==> src/rtl/sdp_pkg.sv <==
package sdp_pkg;
  typedef enum logic [2:0] {
    PH_IDLE     = 3'd0,
    PH_WAIT_S   = 3'd1,
    PH_SEND     = 3'd2,
    PH_WAIT_R   = 3'd3,
    PH_RECV     = 3'd4,
    PH_BUSY     = 3'd5,
    PH_WAIT_ACK = 3'd6
  } phase_t;

  localparam int FLAG_END = 0;
  localparam int FLAG_DTO = 1;
  localparam int FLAG_ATO = 2;
  localparam int NUM_FLAGS = 3;
endpackage

==> src/rtl/sdp_down_counter.sv <==
module sdp_down_counter #(
  parameter int W = 16
) (
  input  logic         clk,
  input  logic         rst,
  input  logic         load,
  input  logic [W-1:0] load_val,
  input  logic         dec,
  output logic [W-1:0] cnt,
  output logic         is_zero
);
  always_ff @(posedge clk) begin
    if (rst)                 cnt <= '0;
    else if (load)           cnt <= load_val;
    else if (dec && !is_zero) cnt <= cnt - 1'b1;
  end

  assign is_zero = (cnt == '0);
endmodule

==> src/rtl/sdp_status_flags.sv <==
module sdp_status_flags #(
  parameter int N = 3
) (
  input  logic         clk,
  input  logic         rst,
  input  logic [N-1:0] set,
  input  logic [N-1:0] clr,
  output logic [N-1:0] q
);
  for (genvar i = 0; i < N; i++) begin : g_flag
    always_ff @(posedge clk) begin
      if (rst)         q[i] <= 1'b0;
      else if (set[i]) q[i] <= 1'b1;
      else if (clr[i]) q[i] <= 1'b0;
    end

    // a set condition beats a simultaneous clear
    a_r9_set_wins: assert property (@(posedge clk) disable iff (rst)
      set[i] |=> q[i]);
    // a lone clear empties the flag
    a_r9_clear: assert property (@(posedge clk) disable iff (rst)
      (clr[i] && !set[i]) |=> !q[i]);
    // without a set the flag never rises
    a_r9_sticky: assert property (@(posedge clk) disable iff (rst)
      (!set[i] && !q[i]) |=> !q[i]);
  end
endmodule

==> src/rtl/sd_data_path_ctrl.sv <==
module sd_data_path_ctrl
  import sdp_pkg::*;
#(
  parameter int LEN_W = 16,
  parameter int TMR_W = 16
) (
  input  logic             clk,
  input  logic             rst,
  input  logic [LEN_W-1:0] cfg_len,
  input  logic [TMR_W-1:0] cfg_dtime,
  input  logic [TMR_W-1:0] cfg_atime,
  input  logic             start_req,
  input  logic             start_dir,
  input  logic             start_ack,
  input  logic             byte_stb,
  input  logic             rx_start_bit,
  input  logic             card_busy,
  input  logic             ack_rcv,
  input  logic             err_in,
  input  logic             clr_end,
  input  logic             clr_dto,
  input  logic             clr_ato,
  output logic [LEN_W-1:0] data_cnt,
  output logic             flag_end,
  output logic             flag_dto,
  output logic             flag_ato,
  output logic [2:0]       state_o
);
  localparam logic [LEN_W-1:0] ONE_BYTE = LEN_W'(1);

  phase_t st_q, st_d;
  logic   ack_q, ack_d;

  logic byte_load, byte_dec, byte_zero;
  logic dt_load, dt_dec, dt_zero;
  logic at_load, at_dec, at_zero;
  logic [TMR_W-1:0] dt_cnt, at_cnt;
  logic [NUM_FLAGS-1:0] flag_set, flag_clr, flag_q;
  logic byte_last;

  assign byte_last = byte_stb && (data_cnt == ONE_BYTE);

  // Phase sequencing
  always_comb begin
    st_d      = st_q;
    ack_d     = ack_q;
    byte_load = 1'b0;
    byte_dec  = 1'b0;
    dt_load   = 1'b0;
    dt_dec    = 1'b0;
    at_load   = 1'b0;
    at_dec    = 1'b0;
    flag_set  = '0;
    unique case (st_q)
      PH_IDLE: begin
        if (start_req) begin
          byte_load = 1'b1;
          dt_load   = 1'b1;
          ack_d     = start_ack;
          if (cfg_len == '0) flag_set[FLAG_END] = 1'b1;
          else               st_d = start_dir ? PH_WAIT_R : PH_WAIT_S;
        end
      end
      PH_WAIT_S: st_d = PH_SEND;
      PH_SEND: begin
        byte_dec = byte_stb;
        if (byte_last) begin
          if (card_busy) begin
            st_d    = PH_BUSY;
            dt_load = 1'b1;
          end else begin
            st_d = PH_IDLE;
            flag_set[FLAG_END] = 1'b1;
          end
        end
      end
      PH_WAIT_R: begin
        if (rx_start_bit) st_d = PH_RECV;
        else if (dt_zero) begin
          st_d = PH_IDLE;
          flag_set[FLAG_DTO] = 1'b1;
        end else dt_dec = 1'b1;
      end
      PH_RECV: begin
        byte_dec = byte_stb;
        if (byte_last) begin
          if (ack_q) begin
            st_d    = PH_WAIT_ACK;
            at_load = 1'b1;
          end else begin
            st_d = PH_IDLE;
            flag_set[FLAG_END] = 1'b1;
          end
        end
      end
      PH_BUSY: begin
        if (!card_busy) begin
          st_d = PH_IDLE;
          flag_set[FLAG_END] = 1'b1;
        end else if (dt_zero) begin
          st_d = PH_IDLE;
          flag_set[FLAG_DTO] = 1'b1;
        end else dt_dec = 1'b1;
      end
      PH_WAIT_ACK: begin
        if (ack_rcv) begin
          st_d = PH_IDLE;
          flag_set[FLAG_END] = 1'b1;
        end else if (at_zero) begin
          st_d = PH_IDLE;
          flag_set[FLAG_ATO] = 1'b1;
        end else at_dec = 1'b1;
      end
      default: st_d = PH_IDLE;
    endcase
    // Error abort overrides every other decision outside Idle
    if (st_q != PH_IDLE && err_in) begin
      st_d     = PH_IDLE;
      flag_set = '0;
      byte_dec = 1'b0;
      dt_load  = 1'b0;
      dt_dec   = 1'b0;
      at_load  = 1'b0;
      at_dec   = 1'b0;
    end
  end

  always_ff @(posedge clk) begin
    if (rst) begin
      st_q  <= PH_IDLE;
      ack_q <= 1'b0;
    end else begin
      st_q  <= st_d;
      ack_q <= ack_d;
    end
  end

  sdp_down_counter #(.W(LEN_W)) u_byte_cnt (
    .clk(clk), .rst(rst), .load(byte_load), .load_val(cfg_len),
    .dec(byte_dec), .cnt(data_cnt), .is_zero(byte_zero)
  );

  sdp_down_counter #(.W(TMR_W)) u_data_wdog (
    .clk(clk), .rst(rst), .load(dt_load), .load_val(cfg_dtime),
    .dec(dt_dec), .cnt(dt_cnt), .is_zero(dt_zero)
  );

  sdp_down_counter #(.W(TMR_W)) u_ack_wdog (
    .clk(clk), .rst(rst), .load(at_load), .load_val(cfg_atime),
    .dec(at_dec), .cnt(at_cnt), .is_zero(at_zero)
  );

  assign flag_clr = {clr_ato, clr_dto, clr_end};

  sdp_status_flags #(.N(NUM_FLAGS)) u_flags (
    .clk(clk), .rst(rst), .set(flag_set), .clr(flag_clr), .q(flag_q)
  );

  assign flag_end = flag_q[FLAG_END];
  assign flag_dto = flag_q[FLAG_DTO];
  assign flag_ato = flag_q[FLAG_ATO];
  assign state_o  = st_q;

  // the send setup phase lasts one cycle
  a_r3_wait_s_to_send: assert property (@(posedge clk) disable iff (rst)
    (st_q == PH_WAIT_S && !err_in) |=> st_q == PH_SEND);
  // outside Idle the byte count never grows
  a_r3_count_monotonic: assert property (@(posedge clk) disable iff (rst)
    (st_q != PH_IDLE) |=> data_cnt <= $past(data_cnt));
  // error aborts the transfer
  a_r8_err_abort: assert property (@(posedge clk) disable iff (rst)
    (st_q != PH_IDLE && err_in) |=> st_q == PH_IDLE);
  // the data timeout flag only rises from the watched phases
  a_r6_dto_source: assert property (@(posedge clk) disable iff (rst)
    $rose(flag_dto) |-> ($past(st_q) == PH_WAIT_R || $past(st_q) == PH_BUSY));
  // the acknowledgment timeout only rises from WaitAck
  a_r7_ato_source: assert property (@(posedge clk) disable iff (rst)
    $rose(flag_ato) |-> $past(st_q) == PH_WAIT_ACK);
  // a start request outside Idle leaves the byte count alone
  a_r2_start_ignored: assert property (@(posedge clk) disable iff (rst)
    (st_q != PH_IDLE && start_req && !byte_stb) |=> $stable(data_cnt));
endmodule

==> config.mk <==
export PLATFORM = sky130hd
export DESIGN_NAME = sd_data_path_ctrl
export DESIGN_NICKNAME = d
export VERILOG_FILES = /design/src/rtl/sdp_pkg.sv /design/src/rtl/sdp_down_counter.sv /design/src/rtl/sdp_status_flags.sv /design/src/rtl/sd_data_path_ctrl.sv
export SDC_FILE = /design/constraint.sdc
export NUM_CORES = 1
export LEC_CHECK = 0
export ABC_AREA = 1
export ABC_CLOCK_PERIOD_IN_PS = 3600
export BUFFER_PORTS_ARGS = -buffer_cell sky130_fd_sc_hd__buf_2
export CAP_MARGIN = 25
export CORE_MARGIN = 5
export CORE_UTILIZATION = 31
export CTS_CLUSTER_DIAMETER = 100
export DETAILED_ROUTE_END_ITERATION = 16
export PLACE_DENSITY_LB_ADDON = 0.3
export RECOVER_POWER = 50
export SLEW_MARGIN = 20
export SYNTH_ARGS = -nofsm -noshare
export SYNTH_HDL_FRONTEND = slang
export SYNTH_HIERARCHICAL = 1
export SYNTH_SLANG_ARGS = --single-unit
==> constraint.sdc <==
create_clock -name clk -period 3.6 [get_ports clk]
set_input_delay 0.54 -clock clk [delete_from_list [all_inputs] [get_ports clk]]
set_output_delay 0.54 -clock clk [all_outputs]
set_load 0.005 [all_outputs]
# Word level (Yosys, flattened, before mapping)
# Index checks and enable logic that the tools add are counted.
[word_totals]
romBits = 0
input_bits = 61
latch_bits = 0
ram_bits = 0
out_inout_bits = 22
memories = 0
word_cells = 109
register_bits = 55
[op_classes]
n_shift = 0
addsub = 3
n_mux = 62
n_bitwise = 0
n_reduce_logical = 24
mul = 0
eq_ne = 12
n_lt_le_gt_ge = 0
n_div = 0
[op_table]
columns = ["op", "count"]
rows = [
  ["$mux 16", 6],
  ["$logic_not 16->1", 4],
  ["$sub 16x1->16 const B", 3],
  ["$mux 1", 38],
  ["$mux 3", 12],
  ["$pmux 3 s7", 1],
  ["$eq 16x1->1 const B", 1],
  ["$reduce_bool 2->1", 6],
  ["$eq 3x3->1 const B", 3],
  ["$ne 2x2->1 const B", 4],
  ["$eq 3x2->1 const B", 2],
  ["$pmux 1 s2", 3],
  ["$logic_and 1x1->1", 5],
  ["$pmux 1 s5", 1],
  ["$reduce_and 5->1", 1],
  ["$reduce_or 2->1", 2],
  ["$eq 3x1->1 const B", 1],
  ["$logic_not 1->1", 3],
  ["$logic_not 3->1", 1],
  ["$ne 3x2->1 const B", 1],
  ["$reduce_bool 3->1", 1],
  ["$mux 2", 1],
  ["$reduce_and 2->1", 1],
]

# Longest topological paths before layout
# Gate-level depths: netlist of the first run.
[logic_depth]
depth_word = 8
mapped_depth = 16
depth_no_buf = 16

# Modules after synthesis
# The synthesis of the first run kept the hierarchy.
[by_module_without_submodules]
columns = ["module", "area_per_inst_um2", "cells_each", "instances", "seq_area_each_um2"]
rows = [
  ["sdp_down_counter at u_ack_wdog ...", 1194.9, 212, 2, 320.3],
  ["sdp_down_counter at u_data_wdog", 1206.2, 220, 1, 320.3],
  ["sd_data_path_ctrl", 511.7, 103, 1, 80.1],
  ["sdp_status_flags", 108.9, 15, 1, 60.1],
]

# Worst setup path before layout of the first run
# OpenSTA, ideal clock, no wires.
[synth_timing]
path_type = "input to register"
from = "input port byte_stb"
to = "register u_ack_wdog.cnt[13]"
setup_time_ns = 0.116
path_buffers = 1
t_required_ns = 3.484
arrival_time_ns = 1.999
path_slack_ns = 1.485
cell_stages = 9
cell_sequence = "inv_1 -> nor3_1 -> nand3_1 -> nor3_1 -> inv_1 -> buf_2 -> or2_2 -> nand2_1 -> a21oi_1"
[synth_between]
elab_chain_cells = 5
elab_cells_between_ends = 6
classes_between = "4 x mux; 2 x reduce/logical"
[synth_lines]
columns = ["item", "line_no", "text"]
rows = [
  ["start, declared", "sd_data_path_ctrl.sv:15", "input logic byte_stb,"],
  ["$logic_and 1x1->1 *", "sd_data_path_ctrl.sv:41", "assign byte_last = byte_stb && (data_cnt == ONE_BYTE);"],
  ["$mux 1 *", "sd_data_path_ctrl.sv:86", "if (byte_last) begin"],
  ["$mux 1 *", "sd_data_path_ctrl.sv:54", "unique case (st_q)"],
  ["$mux 1 *", "sd_data_path_ctrl.sv:117", "if (st_q != PH_IDLE && err_in) begin"],
  ["net at_load", "sd_data_path_ctrl.sv:36", "logic at_load, at_dec, at_zero;"],
  ["$mux 16 or $reduce_bool 2->1 (tied branches)", "n/a", ""],
  ["end signal, assigned", "sdp_down_counter.sv:14", "else if (load) cnt <= load_val;"],
  ["end signal, assigned", "sdp_down_counter.sv:15", "else if (dec && !is_zero) cnt <= cnt - 1'b1;"],
  ["end, declared", "sdp_down_counter.sv:9", "output logic [W-1:0] cnt,"],
]
# Mark *: on every way through the listed nets, which the timed path passes. The rest lies on a longest branch.
# A chain may end at the register's enable or synchronous reset.

# Worst setup path in the final report of the first run
[layout_timing]
from = "register u_data_wdog.cnt[0]"
to = "register u_data_wdog.cnt[7]"
[layout_between]
elab_chain_cells = 7
elab_cells_between_ends = 12
classes_between = "1 x add/sub; 7 x mux; 4 x reduce/logical"
[layout_lines]
columns = ["item", "line_no", "text"]
rows = [
  ["start, declared", "sdp_down_counter.sv:9", ""],
  ["start signal, assigned", "sdp_down_counter.sv:14", ""],
  ["start signal, assigned", "sdp_down_counter.sv:15", ""],
  ["$logic_not 16->1 *", "sdp_down_counter.sv:18", "assign is_zero = (cnt == '0);"],
  ["net dt_zero", "sd_data_path_ctrl.sv:35", "logic dt_load, dt_dec, dt_zero;"],
  ["$mux 1 *", "sd_data_path_ctrl.sv:79, sd_data_path_ctrl.sv:100", ""],
  ["$mux 1, on equally long branches", "sd_data_path_ctrl.sv:97, sd_data_path_ctrl.sv:78", ""],
  ["$pmux 1 s2 *", "sd_data_path_ctrl.sv:54", ""],
  ["$mux 1 *", "sd_data_path_ctrl.sv:117", ""],
  ["net dt_dec", "sd_data_path_ctrl.sv:35", ""],
  ["$logic_and 1x1->1 *", "sdp_down_counter.sv:15", ""],
  ["$reduce_bool 2->1 (no source line) *", "n/a", ""],
]
# Mark *: on every way through the listed nets, which the timed path passes. The rest lies on a longest branch. The select of a mux whose other input is x is not followed.

==> results of run 1 <==
## path summary, 6_finish.rpt
path	startpoint	end	depth (start not counted)
max reg2reg	u_data_wdog/cnt[0]	u_data_wdog/cnt[7]	14
min reg2reg	u_flags/q[0]	u_flags/q[0]	2
max	u_data_wdog/cnt[0]	u_data_wdog/cnt[7]	14
min	u_flags/q[0]	u_flags/q[0]	2
## metrics by stage
step / cells / total power, mW / utilization (%) / area [um^2] / worst slack, ns
2_1_floorplan: 761 / 2.53 / - / 4210 / 1.48
3_3_place_gp: 1009 / 3.03 / 36.0 / 4790 / 1.09
3_5_place_dp: 1009 / 3.02 / 36.0 / 4790 / 1.01
4_1_cts: 1017 / 3.57 / 37.2 / 4940 / 1.04
5_1_grt: 1017 / 3.90 / 36.9 / 4910 / 0.722
6_report: 1017 / 3.50 / 36.9 / 4910 / 0.961
## flip-flops by register name, summed over array words and instances (netlist names)
signal,flops
u_flags/q,3
u_byte_cnt/cnt,16
state_o,3
u_ack_wdog/cnt,16
ack_q,1
u_data_wdog/cnt,16
## routing by layer
metal	global-route usage [%]	share of wire, %
met4	4.86	2.0
met2	23.4	44
met3	3.36	5.8
met1	19.8	48
met5	0	0.23
## cell usage in the layout (no fill, tap or decap), drive strengths merged
cell type	instances
dfxtp	55
a31oi	1
a21oi	17
clkinv	2
ha	3
xnor2	3
o21ai	47
inv	86
clkbuf	15
nor2	236
o21bai	1
or2	5
nand4	3
nor3	7
nand2	217
xor2	2
nor3b	1
o211ai	2
a22oi	2
nand3	57
buf	76
clkinvlp	1
nor4	2
## critical path, stage by stage, from the launching register on
cell and delay, ns:
dfxtp_1 0.33, inv_1 0.08, ha_1 0.19, nand2_2 0.11, nor2_1 0.40, nand2_1 0.16, nor4_1 0.25, inv_1 0.12
nand3_1 0.15, a21oi_1 0.12, nand2_4 0.15, nand2_4 0.15, inv_2 0.18, nor2_1 0.06, nor2_1 0.11
## final cells by class
| cell class | instances | share of cell area, % |
|---|---|---|
| inverters | 87 | 6.66 |
| clock buffers | 6 | 2.83 |
| flip-flops and latches | 55 | 22.4 |
| multi-input cells | 606 | 54.7 |
| well taps | 176 | 4.49 |
| clock inverters | 2 | 0.332 |
| repair buffers | 85 | 8.57 |
## power by group through the flow
stage / clock network (mW) / logic (mW) / registers [mW]
2_1_floorplan: 0 / 1.58 / 0.953
3_3_place_gp: 0 / 2.02 / 1.01
3_5_place_dp: 0 / 2.02 / 1.01
4_1_cts: 0.551 / 2.02 / 0.994
5_1_grt: 0.572 / 2.31 / 1.02
6_report: 0.526 / 1.99 / 0.990
==> reports/qor.yml, run 1 <==
placement:
  gp_congestion: 0.885
  dpl.hpwl_um: 9020
  io_buffers: 82
sta:
  fmax_mhz: 379
  slew_violations: 0
  setup_viol: 0
  fin_hold_ws_ns: 0.461
  min_period_over_period_pct: 73.3
  setup_tns_ns: 0
  hold_viol: 0
  period_minus_slack_ns: 2.64
  worstMarginPinSlew_ns: 0.681
  fin_worst_skew_ns: 0.00597
  rsz0062_at_grt: "no"
  relSlewSlack_pct: 54.6
synthesis:
  syn_area_per_cell_um2: 5.53
  yosysWarningCount: 6
  synth_nets: 825
  synthCells: 761
  synth_area_mm2: 0.00421
floorplan:
  core_area_mm2: 0.0133
  pin_count: 83
  rows: 42
  initial_core_util_pct: 31.7
  fp.dieW_um: 127
  die_area_mm2: 0.0160
  die_height_um: 127
global_route:
  antenna_found_initial: 2
  grt_max_degree: 33
  grt_pass1_wl_um: 19600
  grt_usage_pct: 14.7
  grt_pass1_vias: 4171
  overflow: 0
route:
  drc_errors: 0
  wirelength_um: 11800
  wl_per_cell_um: 11.6
  antenna_left: 0
  drt_first_pass_iters: 5
  vias_per_cell: 4.57
  vias: 4648
  drt_iter0_drc: 246
final_layout:
  diodes: 0
  seqCellArea_mm2: 0.00110
  synthToLayoutAreaGrowth_pct: 16.5
  fin_nets: 904
  drive_gt1_share_pct: 15.1
  multi_input_area_mm2: 0.00268
  fillCellCount: 1507
run_status:
  status: "finished, final reports clean"
cts:
  cts.sinks: 55
  clockBufferDepth: 2
  hold_buffers: 0
  cts_tree: "done"
  post_cts_resized: 0
  root_buffer: "clkbuf_16"
  postCtsSetupBuffers: 0
  cts_made_buffers: 5
  insertion_delay_ns: 0.30
  clkTransAtPathRegs_ns: 0.07
  htree_num_levels: 2
worst_setup_path:
  cp.arrival_ns: 2.88
  regToRegSetupSlack_ns: 0.96
  worstPathMaxFanout: 16
  cp-start-kind: "register"
  setup.worst_path.class: "reg -> reg"
  cp_data_required_time_ns: 3.84
  endpoint_kind: "register"
pwr:
  p_per_area_mw_per_mm2: 714
  power_switching_mw: 1.76
  clkPwrFrac_pct: 15.0
  ir_drop_uv: 242
  internal-power_mw: 1.74
  netSwitchingFraction_pct: 50.4
  leakagePower_nw: 2.58
  p_comb_share_pct: 56.7
  p_seq_share_pct: 28.3
run:
  drv_cap: 0
worst_hold_path:
  hold_path_class: "reg -> reg"
Power figures use the tool's default switching activity.
==> run 2, diff against run 1 <==
--- a/config.mk
+++ b/config.mk
@@ -6,7 +6,7 @@
 export NUM_CORES = 1
 export LEC_CHECK = 0
 export ABC_AREA = 1
-export ABC_CLOCK_PERIOD_IN_PS = 3600
+export ABC_CLOCK_PERIOD_IN_PS = 2200
 export BUFFER_PORTS_ARGS = -buffer_cell sky130_fd_sc_hd__buf_2
 export CAP_MARGIN = 25
 export CORE_MARGIN = 5
==> constraint.sdc (replaced) <==
create_clock -name clk -period 2.2 [get_ports clk]
set_input_delay 0.33 -clock clk [delete_from_list [all_inputs] [get_ports clk]]
set_output_delay 0.33 -clock clk [all_outputs]
set_load 0.005 [all_outputs]
==> reports/qor.yml, run 2 (synthesis results as in run 1) <==
worst_setup_path:
  cp-start-kind: "register"
  rr_endpoint: "u_ack_wdog/cnt[6]"
  r2r_cells: 17
  regToRegSetupSlack_ns: 0.04
  crit_slowest_cell: "dfxtp_2"
  crit_top_cell: "nor2_1"
  cp.arrival_ns: 2.36
  setup.worst_path.class: "reg -> reg"
  cp_data_required_time_ns: 2.40
  worstPathCellList: "inv_2 > ha_4 > inv_2 > nor2_4 > nand3_4 > nor2_4 > nand2_2 > nor4_4 > nor2_1 > nand2_1 > nor2_1 > buf_4 > nand2_8 > buf_4 > nand3_1 > nand2_1 > nor2_1"
  worstPathMaxFanout: 6
  endpoint_kind: "register"
  r2r-start: "u_ack_wdog/cnt[1]"
  max_stage_delay_ns: 0.33
sta:
  period_minus_slack_ns: 2.16
  worstMarginPinSlew_ns: 0.458
  hold_viol: 0
  min_period_over_period_pct: 98.1
  setup_viol: 0
  relSlewSlack_pct: 69.4
  setup_tns_ns: 0
  slew_violations: 0
  fmax_mhz: 463
  rsz0062_at_grt: "yes"
  fin_hold_ws_ns: 0.268
  fin_worst_skew_ns: 0.00822
route:
  drt_iter0_drc: 234
  antenna_left: 0
  vias_per_cell: 4.59
  vias: 4873
  drt_first_pass_iters: 4
  wl_per_cell_um: 12.0
  wirelength_um: 12800
  drc_errors: 0
floorplan:
  pin_count: 83
  core_area_mm2: 0.0133
  fp.dieW_um: 127
  die_height_um: 127
  die_area_mm2: 0.0160
  initial_core_util_pct: 31.7
  rows: 42
cts:
  cts.sinks: 55
  cts_tree: "done"
  root_buffer: "clkbuf_16"
  htree_num_levels: 2
  clockBufferDepth: 2
  clkTransAtPathRegs_ns: 0.07
  cts_made_buffers: 5
  insertion_delay_ns: 0.31
  hold_buffers: 0
run:
  drv_cap: 0
run_status:
  status: "finished, final reports clean"
final_layout:
  finalNonFillerCells: 1062
  fillCellCount: 1485
  final_common_cell: "nor2_1"
  final_cell_mix: "nor2_1 (215), nand2_1 (201), buf_2 (78)"
  drive_gt1_share_pct: 21.9
  seqCellArea_mm2: 0.00110
  synthToLayoutAreaGrowth_pct: 27.5
  fin_area_mm2: 0.00537
  reg.largest.list: "u_ack_wdog/cnt (16), u_byte_cnt/cnt (16), u_data_wdog/cnt (16)"
  diodes: 0
  fin_nets: 949
  multi_input_area_mm2: 0.00287
placement:
  place_area_mm2: 0.00505
  dpl.hpwl_um: 9600
  io_buffers: 82
  placedCellCount: 1044
  gp_congestion: 0.875
global_route:
  grt_max_degree: 21
  antenna_found_initial: 0
  grt_pass1_wl_um: 20500
  grt_usage_pct: 15.5
  grt_pass1_vias: 4310
  overflow: 0
worst_hold_path:
  min_from: "clr_dto"
  hold_end: "u_flags/q[1]"
  holdPathStages: 4
  hold_path_class: "in -> reg"
pwr:
  leakagePower_nw: 2.78
  p_per_area_mw_per_mm2: 1110
  ir_drop_uv: 360
run 2: how the worst max path moves through the flow:
stage	from	to	slack (ns)	depth (start not counted)
floorplan	state_o[2]	u_ack_wdog/cnt[13]	0.14	10
detailed placement	u_ack_wdog/cnt[0]	u_ack_wdog/cnt[15]	-0.10	16
CTS	u_ack_wdog/cnt[0]	u_ack_wdog/cnt[1]	-0.007	17
global route	u_ack_wdog/cnt[1]	u_ack_wdog/cnt[12]	-0.08	16
global placement	u_ack_wdog/cnt[0]	u_ack_wdog/cnt[1]	-0.04	17
finish	u_ack_wdog/cnt[1]	u_ack_wdog/cnt[6]	0.04	17
run 2: final cells by class:
class                   instances  area share (%)
well taps                     176            4.10
multi-input cells             608            53.5
clock inverters                 1          0.0932
inverters                      87            6.27
clock buffers                   7            2.47
repair buffers                128            13.0
flip-flops and latches         55            20.6
run 2: metal layers:
metal	GRT usage [%]	wire length [um]
met3	3.19	593
met4	4.04	168
met5	0	0
met1	21.4	6250
met2	24.6	5740
run 2: where the power goes:
group	switching (mW)	internal, mW	leakage, nW
logic	2.36	1.32	2.26
clock network	0.384	0.423	0.0679
registers	0.211	1.26	0.452
total	2.96	3.00	2.78
run 2: what timing repair did:
| action | 4_1_cts | 5_1_grt |
|---|---|---|
| endpoints found under the setup margin | 16 | 35 |
| cloned | 0 | 2 |
| setup buffers | 0 | 8 |
| pin swaps | 0 | 12 |
| gates resized for setup | 5 | 38 |
run 2: worst max-delay path: cells and delay by family (launching register included):
family / cells / cell delay [ns]
adders and majority gates: 1 / 0.15
and+or+nand+nor: 12 / 1.16
DFF: 1 / 0.33
buffers and inverters: 4 / 0.41
run 2: through the flow:
step	setup WS (ns)	power [mW]	utilization, %
final	0.0418	5.96	40.4
after global routing	-0.0824	6.65	40.4
after CTS	-0.00662	6.08	39.1
after detailed placement	-0.103	5.23	38.0
after global placement	-0.0391	5.21	38.0
after floorplan	0.142	4.14	-
